--- src/rtl/snp_pkg.sv ---
package snp_pkg;

    localparam int CYC_W = 4;

    typedef enum logic [1:0] {
        CMD_NOP  = 2'b00,
        CMD_WR   = 2'b01,
        CMD_RD   = 2'b10,
        CMD_XCHG = 2'b11
    } snp_cmd_e;

    typedef struct packed {
        logic valid;
        logic dirty;
        logic shared;
    } line_ctrl_t;

    localparam logic [CYC_W-1:0] LEN_WR_PLAIN = 4'd6;
    localparam logic [CYC_W-1:0] LEN_WR_UPD   = 4'd9;
    localparam logic [CYC_W-1:0] LEN_READLIKE = 4'd7;
    localparam logic [CYC_W-1:0] CYC_PROBE    = 4'd1;
    localparam logic [CYC_W-1:0] CYC_RESP     = 4'd2;
    localparam logic [CYC_W-1:0] CYC_HOLD     = 4'd6;

    function automatic logic [CYC_W-1:0] txn_len(snp_cmd_e c, logic upd);
        if (c == CMD_WR) return upd ? LEN_WR_UPD : LEN_WR_PLAIN;
        return LEN_READLIKE;
    endfunction

    function automatic logic is_readlike(snp_cmd_e c);
        return (c == CMD_RD) || (c == CMD_XCHG);
    endfunction

endpackage

--- src/rtl/snp_line_store.sv ---
module snp_line_store
    import snp_pkg::*;
#(
    parameter int IDX_W  = 3,
    parameter int TAG_W  = 7,
    parameter int LINE_W = 32
) (
    input  logic              clk,
    input  logic              rst,
    input  logic [IDX_W-1:0]  pr_idx,
    input  logic [TAG_W-1:0]  pr_tag,
    output logic              pr_tag_eq,
    output line_ctrl_t        pr_ctrl,
    output logic [LINE_W-1:0] pr_data,
    input  logic [IDX_W-1:0]  lk_idx,
    input  logic [TAG_W-1:0]  lk_tag,
    output logic              lk_tag_eq,
    output line_ctrl_t        lk_ctrl,
    output logic [LINE_W-1:0] lk_data,
    input  logic              wr_en,
    input  logic [IDX_W-1:0]  wr_idx,
    input  logic [TAG_W-1:0]  wr_tag,
    input  line_ctrl_t        wr_ctrl,
    input  logic [LINE_W-1:0] wr_data
);
    localparam int NLINE = 1 << IDX_W;

    logic [NLINE-1:0][TAG_W-1:0]  tag_all;
    line_ctrl_t [NLINE-1:0]       ctrl_all;
    logic [NLINE-1:0][LINE_W-1:0] data_all;

    for (genvar g = 0; g < NLINE; g++) begin : g_line
        logic [TAG_W-1:0]  tag_r;
        line_ctrl_t        ctrl_r;
        logic [LINE_W-1:0] data_r;
        always_ff @(posedge clk) begin
            if (rst) begin
                tag_r  <= '0;
                ctrl_r <= '0;
                data_r <= '0;
            end else if (wr_en && (wr_idx == IDX_W'(g))) begin
                tag_r  <= wr_tag;
                ctrl_r <= wr_ctrl;
                data_r <= wr_data;
            end
        end
        assign tag_all[g]  = tag_r;
        assign ctrl_all[g] = ctrl_r;
        assign data_all[g] = data_r;
    end

    assign pr_tag_eq = (tag_all[pr_idx] == pr_tag);
    assign pr_ctrl   = ctrl_all[pr_idx];
    assign pr_data   = data_all[pr_idx];
    assign lk_tag_eq = (tag_all[lk_idx] == lk_tag);
    assign lk_ctrl   = ctrl_all[lk_idx];
    assign lk_data   = data_all[lk_idx];

    // the cycle after reset, no line reads as valid
    a_r10_lines_invalid_after_reset: assert property (@(posedge clk)
        $past(rst) |-> !lk_ctrl.valid && !pr_ctrl.valid);

endmodule

--- src/rtl/snp_sequencer.sv ---
module snp_sequencer
    import snp_pkg::*;
#(
    parameter int ADDR_W = 10,
    parameter int IDX_W  = 3,
    parameter int BEAT_W = 16,
    parameter int NBEAT  = 2
) (
    input  logic                    clk,
    input  logic                    rst,
    input  logic                    cfg_update,
    input  logic                    cmd_valid,
    input  logic [1:0]              cmd_in,
    input  logic [ADDR_W-1:0]       addr_in,
    input  logic [BEAT_W-1:0]       wdata_in,
    output logic [IDX_W-1:0]        pr_idx,
    output logic [ADDR_W-IDX_W-1:0] pr_tag,
    input  logic                    pr_tag_eq,
    input  line_ctrl_t              pr_ctrl,
    input  logic [BEAT_W*NBEAT-1:0] pr_data,
    output logic                    cm_en,
    output line_ctrl_t              cm_ctrl,
    output logic [BEAT_W*NBEAT-1:0] cm_data,
    output logic                    busy,
    output logic                    shared_o,
    output logic                    dirty_o,
    output logic                    rvalid_o,
    output logic [BEAT_W-1:0]       rdata_o,
    output logic                    hold_o
);
    localparam int LINE_W = BEAT_W * NBEAT;

    logic              active;
    logic [CYC_W-1:0]  cyc;
    snp_cmd_e          cmd_q;
    logic [ADDR_W-1:0] addr_q;
    logic              hit_q, upd_q, shr_q, itv_q;
    line_ctrl_t        ctrl_q;
    logic [LINE_W-1:0] data_q, wbuf;
    logic [CYC_W-1:0]  len_cur;
    logic              last_cyc, hit_now;

    assign pr_idx   = addr_q[IDX_W-1:0];
    assign pr_tag   = addr_q[ADDR_W-1:IDX_W];
    assign hit_now  = pr_ctrl.valid && pr_tag_eq;
    assign len_cur  = txn_len(cmd_q, upd_q);
    assign last_cyc = active && (cyc == len_cur - 4'd1);

    always_ff @(posedge clk) begin
        if (rst) begin
            active <= 1'b0;
            cyc    <= '0;
            cmd_q  <= CMD_NOP;
            addr_q <= '0;
            hit_q  <= 1'b0;
            upd_q  <= 1'b0;
            shr_q  <= 1'b0;
            itv_q  <= 1'b0;
            ctrl_q <= '0;
            data_q <= '0;
            wbuf   <= '0;
        end else if (!active) begin
            if (cmd_valid) begin
                active <= 1'b1;
                cyc    <= 4'd1;
                cmd_q  <= snp_cmd_e'(cmd_in);
                addr_q <= addr_in;
                hit_q  <= 1'b0;
                upd_q  <= 1'b0;
                shr_q  <= 1'b0;
                itv_q  <= 1'b0;
            end
        end else begin
            cyc <= cyc + 4'd1;
            if (last_cyc) active <= 1'b0;
            if (cyc == CYC_PROBE) begin
                hit_q  <= hit_now;
                ctrl_q <= pr_ctrl;
                data_q <= pr_data;
                upd_q  <= (cmd_q == CMD_WR) && hit_now && cfg_update;
                shr_q  <= (is_readlike(cmd_q) && hit_now) ||
                          ((cmd_q == CMD_WR) && hit_now && cfg_update);
                itv_q  <= is_readlike(cmd_q) && hit_now && pr_ctrl.dirty;
            end
            if (cmd_q == CMD_WR) begin
                for (int b = 0; b < NBEAT; b++) begin
                    if (cyc == CYC_RESP + CYC_W'(b)) wbuf[b*BEAT_W +: BEAT_W] <= wdata_in;
                end
            end
        end
    end

    // line write-back at the final cycle of a write hit
    always_comb begin
        cm_en   = last_cyc && (cmd_q == CMD_WR) && hit_q;
        cm_ctrl = ctrl_q;
        cm_data = data_q;
        if (upd_q) begin
            cm_ctrl.dirty = 1'b0;
            cm_data       = wbuf;
        end else begin
            cm_ctrl.valid = 1'b0;
            cm_ctrl.dirty = 1'b0;
        end
    end

    logic in_resp;
    assign in_resp  = active && (cyc >= CYC_RESP);
    assign busy     = active;
    assign shared_o = in_resp && shr_q;
    assign dirty_o  = in_resp && itv_q;
    assign hold_o   = in_resp && upd_q && (cyc >= CYC_HOLD);

    always_comb begin
        rvalid_o = 1'b0;
        rdata_o  = '0;
        for (int b = 0; b < NBEAT; b++) begin
            if (in_resp && itv_q && (cyc == len_cur - CYC_W'(NBEAT) + CYC_W'(b))) begin
                rvalid_o = 1'b1;
                rdata_o  = data_q[b*BEAT_W +: BEAT_W];
            end
        end
    end

    a_r6_intervene_only_readlike: assert property (@(posedge clk) disable iff (rst)
        dirty_o |-> (cmd_q == CMD_RD) || (cmd_q == CMD_XCHG));
    a_r6_data_under_intervention: assert property (@(posedge clk) disable iff (rst)
        rvalid_o |-> dirty_o && shared_o);
    a_r5_hold_only_updating_write: assert property (@(posedge clk) disable iff (rst)
        hold_o |-> shared_o && (cmd_q == CMD_WR));
    a_r9_nop_silent: assert property (@(posedge clk) disable iff (rst)
        (active && cmd_q == CMD_NOP) |-> !shared_o && !dirty_o && !rvalid_o && !cm_en);
    a_r2_cycle_bound: assert property (@(posedge clk) disable iff (rst)
        active |-> (cyc >= 4'd1) && (cyc <= 4'd8));
    a_r8_shared_steady: assert property (@(posedge clk) disable iff (rst)
        (active && cyc > CYC_RESP) |-> $stable(shared_o) && $stable(dirty_o));
    a_r1_strobe_ignored_when_busy: assert property (@(posedge clk) disable iff (rst)
        (active && !last_cyc) |=> $stable(addr_q) && $stable(cmd_q));

endmodule

--- src/rtl/snoop_responder.sv ---
module snoop_responder
    import snp_pkg::*;
#(
    parameter int ADDR_W = 10,
    parameter int IDX_W  = 3,
    parameter int BEAT_W = 16,
    parameter int NBEAT  = 2
) (
    input  logic                    clk,
    input  logic                    rst,
    input  logic                    cfg_update,
    input  logic                    bus_cmd_valid,
    input  logic [1:0]              bus_cmd,
    input  logic [ADDR_W-1:0]       bus_addr,
    input  logic [BEAT_W-1:0]       bus_wdata,
    output logic                    bus_shared,
    output logic                    bus_dirty,
    output logic                    bus_rdata_valid,
    output logic [BEAT_W-1:0]       bus_rdata,
    output logic                    bus_hold,
    output logic                    snp_busy,
    input  logic                    fill_en,
    input  logic [ADDR_W-1:0]       fill_addr,
    input  logic                    fill_valid,
    input  logic                    fill_dirty,
    input  logic                    fill_shared,
    input  logic [BEAT_W*NBEAT-1:0] fill_data,
    input  logic [ADDR_W-1:0]       lk_addr,
    output logic                    lk_tag_eq,
    output logic                    lk_valid,
    output logic                    lk_dirty,
    output logic                    lk_shared,
    output logic [BEAT_W*NBEAT-1:0] lk_data
);
    localparam int LINE_W = BEAT_W * NBEAT;
    localparam int TAG_W  = ADDR_W - IDX_W;

    logic [IDX_W-1:0]  pr_idx, wr_idx;
    logic [TAG_W-1:0]  pr_tag, wr_tag;
    logic              pr_tag_eq, cm_en, wr_en;
    line_ctrl_t        pr_ctrl, cm_ctrl, wr_ctrl, lk_ctrl;
    logic [LINE_W-1:0] pr_data, cm_data, wr_data;

    snp_sequencer #(
        .ADDR_W(ADDR_W), .IDX_W(IDX_W), .BEAT_W(BEAT_W), .NBEAT(NBEAT)
    ) seq_i (
        .clk(clk), .rst(rst), .cfg_update(cfg_update),
        .cmd_valid(bus_cmd_valid), .cmd_in(bus_cmd), .addr_in(bus_addr),
        .wdata_in(bus_wdata),
        .pr_idx(pr_idx), .pr_tag(pr_tag), .pr_tag_eq(pr_tag_eq),
        .pr_ctrl(pr_ctrl), .pr_data(pr_data),
        .cm_en(cm_en), .cm_ctrl(cm_ctrl), .cm_data(cm_data),
        .busy(snp_busy), .shared_o(bus_shared), .dirty_o(bus_dirty),
        .rvalid_o(bus_rdata_valid), .rdata_o(bus_rdata), .hold_o(bus_hold)
    );

    // snoop write-back takes priority over a local fill
    always_comb begin
        if (cm_en) begin
            wr_en   = 1'b1;
            wr_idx  = pr_idx;
            wr_tag  = pr_tag;
            wr_ctrl = cm_ctrl;
            wr_data = cm_data;
        end else begin
            wr_en   = fill_en;
            wr_idx  = fill_addr[IDX_W-1:0];
            wr_tag  = fill_addr[ADDR_W-1:IDX_W];
            wr_ctrl = '{valid: fill_valid, dirty: fill_dirty, shared: fill_shared};
            wr_data = fill_data;
        end
    end

    snp_line_store #(
        .IDX_W(IDX_W), .TAG_W(TAG_W), .LINE_W(LINE_W)
    ) store_i (
        .clk(clk), .rst(rst),
        .pr_idx(pr_idx), .pr_tag(pr_tag), .pr_tag_eq(pr_tag_eq),
        .pr_ctrl(pr_ctrl), .pr_data(pr_data),
        .lk_idx(lk_addr[IDX_W-1:0]), .lk_tag(lk_addr[ADDR_W-1:IDX_W]),
        .lk_tag_eq(lk_tag_eq), .lk_ctrl(lk_ctrl), .lk_data(lk_data),
        .wr_en(wr_en), .wr_idx(wr_idx), .wr_tag(wr_tag),
        .wr_ctrl(wr_ctrl), .wr_data(wr_data)
    );

    assign lk_valid  = lk_ctrl.valid;
    assign lk_dirty  = lk_ctrl.dirty;
    assign lk_shared = lk_ctrl.shared;

    // outputs idle while in reset's aftermath
    a_r10_quiet_after_reset: assert property (@(posedge clk)
        $past(rst) |-> !snp_busy && !bus_shared && !bus_dirty && !bus_hold && !bus_rdata_valid);

endmodule

--- config.mk ---
export PLATFORM = sky130hd
export DESIGN_NAME = snoop_responder
export DESIGN_NICKNAME = d
export VERILOG_FILES = /design/src/rtl/snp_pkg.sv /design/src/rtl/snp_line_store.sv /design/src/rtl/snp_sequencer.sv /design/src/rtl/snoop_responder.sv
export SDC_FILE = /design/constraint.sdc
export NUM_CORES = 1
export LEC_CHECK = 0
export BUFFER_PORTS_ARGS = -buffer_cell sky130_fd_sc_hd__clkbuf_2
export CELL_PAD_IN_SITES_DETAIL_PLACEMENT = 0
export CELL_PAD_IN_SITES_GLOBAL_PLACEMENT = 1
export CORE_MARGIN = 3
export CORE_UTILIZATION = 30
export DETAILED_ROUTE_END_ITERATION = 8
export HOLD_SLACK_MARGIN = 0.15
export PLACE_DENSITY = 0.63
export SYNTH_ARGS = -nofsm -noshare
export SYNTH_HDL_FRONTEND = slang
export SYNTH_HIERARCHICAL = 1
export SYNTH_SLANG_ARGS = --single-unit
export TNS_END_PERCENT = 5
--- constraint.sdc ---
create_clock -name clk -period 4.81 [get_ports clk]
set_input_delay 0.481 -clock clk [delete_from_list [all_inputs] [get_ports clk]]
set_output_delay 0.481 -clock clk [all_outputs]
set_load 0.01 [all_outputs]
==> results of run 1 <==
## cells by family (layout without fill, tap and decap cells)
kind of cell | after synthesis | after routing | share of synthesized area [%]
flops | 423 | 423 | 38.89
fa+ha+maj | 3 | 3 | 0.1724
xor+xnor | 14 | 14 | 0.5632
buf+inv | 244 | 308 | 5.517
other cells | 1 | 2 | 0.01722
simple gates | 911 | 911 | 16.93
compound gates | 421 | 421 | 10.28
mux | 365 | 365 | 27.62
## metrics by stage
stage               worst slack, ns  util, %  cell area, sq um
global placement              1.213    32.30             23170
floorplan                     1.655        -             21770
CTS                          0.9276    34.96             25080
finish                       0.8413    34.96             25080
global route                 0.5600    34.96             25080
detailed placement           0.9426    32.30             23170
## worst max path at each step
stage                                        end  depth (start not counted)
finish               store_i/g_line[4].data_r[4]                         10
global route        store_i/g_line[0].data_r[20]                         10
CTS                 store_i/g_line[0].data_r[20]                         10
detailed placement  store_i/g_line[0].data_r[20]                         10
global placement    store_i/g_line[0].data_r[22]                         10
floorplan                    store_i/ctrl_all[1]                         15
## power breakdown
group	internal (uW)	leakage [uW]	switching [uW]
logic	287	0.00452	481
registers	3570	0.00342	65.8
clock network	2530	0.000864	1550
## flip-flops by register name, summed over array words and instances (netlist names)
name	cells
seq_i/cm_ctrl	1
store_i/g_line.tag_r	56
seq_i/itv_q	1
store_i/g_line.data_r	256
seq_i/upd_q	1
seq_i/shr_q	1
seq_i/busy	1
seq_i/cmd_q	2
seq_i/wbuf	32
seq_i/hit_q	1
seq_i/cyc	4
seq_i/addr_q	10
store_i/ctrl_all	24
seq_i/ctrl_q	1
seq_i/data_q	32
## synth_stat cells (8+ instances only)
cell	n	share of area [%]
a21oi_1	387	8.9
mux2i_1	56	2.6
buf_4	8	0.28
o22ai_2	10	0.57
clkbuf_2	41	0.94
nand2_1	790	14
mux2_2	108	5.6
clkbuf_1	129	2.2
nand3_1	12	0.28
mux2_4	39	2.7
dfxtp_1	423	39
mux4_2	161	17
buf_2	41	0.94
buf_6	9	0.47
nand3_2	12	0.55
nor2_1	50	0.86
## what timing repair did
action	CTS	global route
hold buffers	16	0
hold endpoints to repair	21	0
buffers inserted	0	0
## final cells by class
type | count | share of cell area, %
Timing Repair Buffer | 218 | 5.707
Clock buffer | 72 | 5.872
Inverter | 3 | 0.04490
Clock inverter | 15 | 1.108
Tap cell | 950 | 4.740
Sequential cell | 423 | 33.81
Multi-Input combinational cell | 1715 | 48.71
Antenna cell | 1 | 0.009978
## worst reg2reg max path: stages (launching register included)
cell	delay [ns]
dfxtp_1	0.61
nor3b_1	0.24
o211a_1	0.24
nor2_4	0.14
nor3_2	0.75
or2_1	0.38
nor2b_1	0.43
nand2_2	0.50
buf_4	0.39
nand2_1	0.09
a21oi_1	0.07
## layer usage
metal / vias up / wire length, um / GRT usage [%]
met2: 737 / 35260 / 32.01
li1: 8258 / - / -
met3: 122 / 6315 / 4.129
met1: 8940 / 34890 / 28.61
met4: 2 / 2282 / 6.045
met5: - / 19 / 0
==> flow_summary.yaml, run 1 <==
routing:
  drc: 0
  drt_iter0_drc: 1748
  ant_nets: 0
  vias: 18060
  first_pass_iters: 5
  wirelength_um: 78770
  via_per_inst: 5.316
  wire_per_inst_um: 23.19
synthesis:
  ys_ff_latch: 423
  synth_area_sq_um: 21770
  async_reset_ff_share_pct: 0
  synth_ff_type: "dfxtp_1"
  yosysSeqAreaShare_pct: 38.89
  avgSynthCellArea_sq_um: 9.141
  ys_warn_count: 6
  yosysUniqueCellTypes: 60
  netlist_instances: 2382
  synth_edf_count: 0
  synth_fp_nets: 2473
power_and_ir_drop:
  leakage_uw: 0.008810
  powerDensity_nw_per_um2: 338.6
  ir_drop_v: 0.0002758
  power_uw: 8493
floorplan:
  ioPinCount: 145
  coreArea_sq_um: 71730
  rows: 98
  die-width_um: 275.4
  die_h_um: 275.4
  start_util_pct: 30.35
  die_area_sq_um: 75850
timing:
  hold_ws_ns: 0.1904
  fin_worst_skew_ns: 0.009427
  max_slew_margin_pct: 32.07
  grt_setup_unrepaired: "false"
  slew_violations: 0
  fmax_ghz: 0.2520
  setup_tns_ns: 0
  hold_violations: 0
  setup_viol: 0
  period_share_pct: 82.51
  period_needed_ns: 3.969
  tightest_slew_ns: 1.019
setup_path:
  reg2reg_from: "seq_i/cyc[2]"
  arrival_ns: 4.41
  cp-startpoint: "seq_i/cyc[2]"
  cp-start-kind: "flip-flop"
  worst_path_max_delay_cell: "nor3_2"
  crit_fanout: 17
  end_kind: "flip-flop"
  rr_endpoint: "store_i/g_line[4].data_r[4]"
  critPathBufInv: 1
  crit_chain: "nor3b_1 > o211a_1 > nor2_4 > nor3_2 > or2_1 > nor2b_1 > nand2_2 > buf_4 > nand2_1 > a21oi_1"
  required_ns: 5.25
  path_delay_family: "simple AND/OR/NAND/NOR gates"
  slowest_delay_ns: 0.74
  path_class: "reg -> reg"
  ff2ff_path_depth: 10
  rrSetupSlack_ns: 0.84
min_path:
  whs_path_depth: 3
  min_path_type: "in -> reg"
  hold_end: "seq_i/wbuf[16]"
  min_from: "bus_wdata[0]"
placement:
  dpl.cell_count: 3293
  routabilityCongestion: 0.8343
  dpl.hpwl_um: 50390
  io_buffers: 144
cts:
  cts_resized: 0
  clkLatencyLatePin_ns: 0.59
  cts_sinks: 423
  htree_levels: 2
  tritoncts: "built"
  cts_root_buffer: "clkbuf_16"
  clkTransAtPathRegs_ns: 0.06
  cts_buffers: 49
  cts_max_path_buffers: 3
final_layout:
  nNetsFinal: 2501
  drive_above_1_share_pct: 26.29
  multi_input_area_sq_um: 12220
  area_delta_synth_final_pct: 15.18
  layout_commonest_cell: "nand2_1"
  stdcell_count: 3397
  seq_area_sq_um: 8478
  final_cell_mix: "nand2_1, dfxtp_1, a21oi_1"
  fillers: 7301
grt:
  antenna_found_initial: 4
  grtUsageTotal_pct: 20.49
  grt_pass1_wl_um: 116200
  grt_overflow_total: 0
  grt_pass1_vias: 17670
  grt_max_degree: 144
flow_run:
  drv_cap: 0
outcome:
  status: "finished clean"
No activity file was read; power rests on OpenSTA's default activity.
==> inputs of run 2 (changes only) <==
Settings changed: PLACE_DENSITY 0.63 to 0.65.
Clock period 4.81 ns to 3.2 ns, I/O delays scaled along.
==> flow_summary.yaml, run 2 (same netlist as run 1, synthesis figures left out) <==
floorplan:
  rows: 98
  start_util_pct: 30.35
  ioPinCount: 145
  die-width_um: 275.4
  coreArea_sq_um: 71730
  die_area_sq_um: 75850
  die_h_um: 275.4
setup_path:
  ff2ff_path_depth: 11
  crit_chain: "inv_1 > ha_1 > or4_1 > and3_2 > buf_6 > nand2_1 > o22ai_2 > clkbuf_2"
  rr_endpoint: "store_i/g_line[6].tag_r[3]"
  crit_fanout: 23
  cp-start-kind: "flip-flop"
  reg2reg_from: "seq_i/cmd_q[0]"
  rrSetupSlack_ns: 0.22
  end_kind: "output pin"
  worst_path_max_delay_cell: "dfxtp_2"
  arrival_ns: 2.69
  path_class: "reg -> out"
  slowest_delay_ns: 0.44
  required_ns: 2.88
final_layout:
  post-route-util_pct: 35.53
  largest_reg_flops: 256
  layout_commonest_cell: "nand2_1"
  seq_area_sq_um: 8479
  fillers: 7266
  largest_registers: "store_i/g_line.data_r x256, store_i/g_line.tag_r x56"
  drive_above_1_share_pct: 26.67
  final_cell_mix: "nand2_1, dfxtp_1, a21oi_1"
  nNetsFinal: 2535
  area_delta_synth_final_pct: 17.05
  multi_input_area_sq_um: 12220
  top_register: "store_i/g_line.data_r"
cts:
  clkTransAtPathRegs_ns: 0.06
  cts_buffers: 49
  clkLatencyLatePin_ns: 0.60
  cts_sinks: 423
  htree_levels: 2
  cts_root_buffer: "clkbuf_16"
  cts_max_path_buffers: 3
  tritoncts: "built"
routing:
  ant_nets: 0
  drt_iter0_drc: 1756
  wire_per_inst_um: 22.76
  vias: 18110
  wirelength_um: 78040
  drc: 0
  first_pass_iters: 5
  via_per_inst: 5.282
outcome:
  status: "finished clean"
timing:
  tightest_slew_ns: 0.8715
  setup_viol: 0
  fin_worst_skew_ns: 0.02738
  max_slew_margin_pct: 41.90
  period_share_pct: 94.12
  setup_tns_ns: 0
  period_needed_ns: 3.012
  setup_ws_ns: 0.1883
  fmax_ghz: 0.3320
  hold_violations: 0
  grt_setup_unrepaired: "false"
  slew_violations: 0
placement:
  pre_cts_slack_ns: 0.2570
  dpl.hpwl_um: 50950
  io_buffers: 144
  routabilityCongestion: 0.8519
min_path:
  hold_end: "store_i/g_line[5].data_r[7]"
  whs_path_depth: 4
  min_from: "fill_data[7]"
  min_path_type: "in -> reg"
power_and_ir_drop:
  leakage_uw: 0.008980
  powerDensity_nw_per_um2: 492.7
  ir_drop_v: 0.0004348
grt:
  antenna_found_initial: 2
  grtUsageTotal_pct: 20.24
  grt_pass1_vias: 17940
  grt_max_degree: 107
  grt_pass1_wl_um: 115500
  grt_overflow_total: 0
flow_run:
  drv_cap: 0
[run 2: report_power, final]
group	switching [uW]	total, uW	internal (uW)
combinational	729	1200	475
sequential	91.1	5460	5370
clock	2330	5890	3560
total	3150	12600	9410
[run 2: metal layers]
metal	GRT usage, %	vias to the layer above	wire [um]
met4	6.170	2	1912
met2	32.33	662	35680
met3	3.547	106	6196
met5	0	-	11
met1	27.91	9023	34240
li1	-	8318	-
[run 2: timing repair]
action / 4_1_cts / 5_1_grt
setup buffers: 0 / 0
resized for setup: 2 / 4
hold buffers: 30 / 0
endpoints found under the hold margin: 48 / 0
setup endpoints to repair: 13 / 20
[run 2: final cells by class]
| cell class | instances | area share, % |
|---|---|---|
| antenna | 1 | 0.009819 |
| sequential | 423 | 33.27 |
| clock inverter | 16 | 0.9524 |
| clock buffer | 69 | 5.587 |
| timing repair buffer | 252 | 7.521 |
| inverter | 3 | 0.04418 |
| multi-input combinational | 1715 | 47.95 |
| tap | 950 | 4.664 |
[run 2: stage by stage]
step | hold slack, ns | instance area [sq um] | cells | power [uW]
5_1_grt | 0.2140 | 25480 | 3428 | 12970
2_1_floorplan | 0.4317 | 21770 | 2382 | 6297
4_1_cts | 0.1743 | 25470 | 3428 | 12680
6_report | 0.1933 | 25490 | 3429 | 12560
3_5_place_dp | 0.4571 | 23500 | 3313 | 6748
3_3_place_gp | 0.4479 | 23500 | 3313 | 6730
[run 2: how the worst max path moves through the flow]
stage,from,end,slack (ns),cells past startpoint
after global placement,seq_i/cmd_q[0],store_i/g_line[1].data_r[29],0.31,11
after global routing,seq_i/cyc[1],bus_rdata[3],0.05,7
after detailed placement,seq_i/cmd_q[0],store_i/g_line[1].data_r[22],0.26,11
after CTS,seq_i/cyc[1],bus_rdata[3],0.06,7
after floorplan,seq_i/cmd_q[0],store_i/g_line[0].data_r[0],0.05,15
final,seq_i/cyc[0],bus_rdata[10],0.19,8
[run 2: critical path, delay by kind of cell (launching register included)]
kind	cells	cell delay [ns]
AND/OR/NAND/NOR	3	0.87
flip-flops	1	0.44
buffers and inverters	3	0.43
adder cells (fa/ha/maj)	1	0.24
AO/OA/AOI/OAI	1	0.10
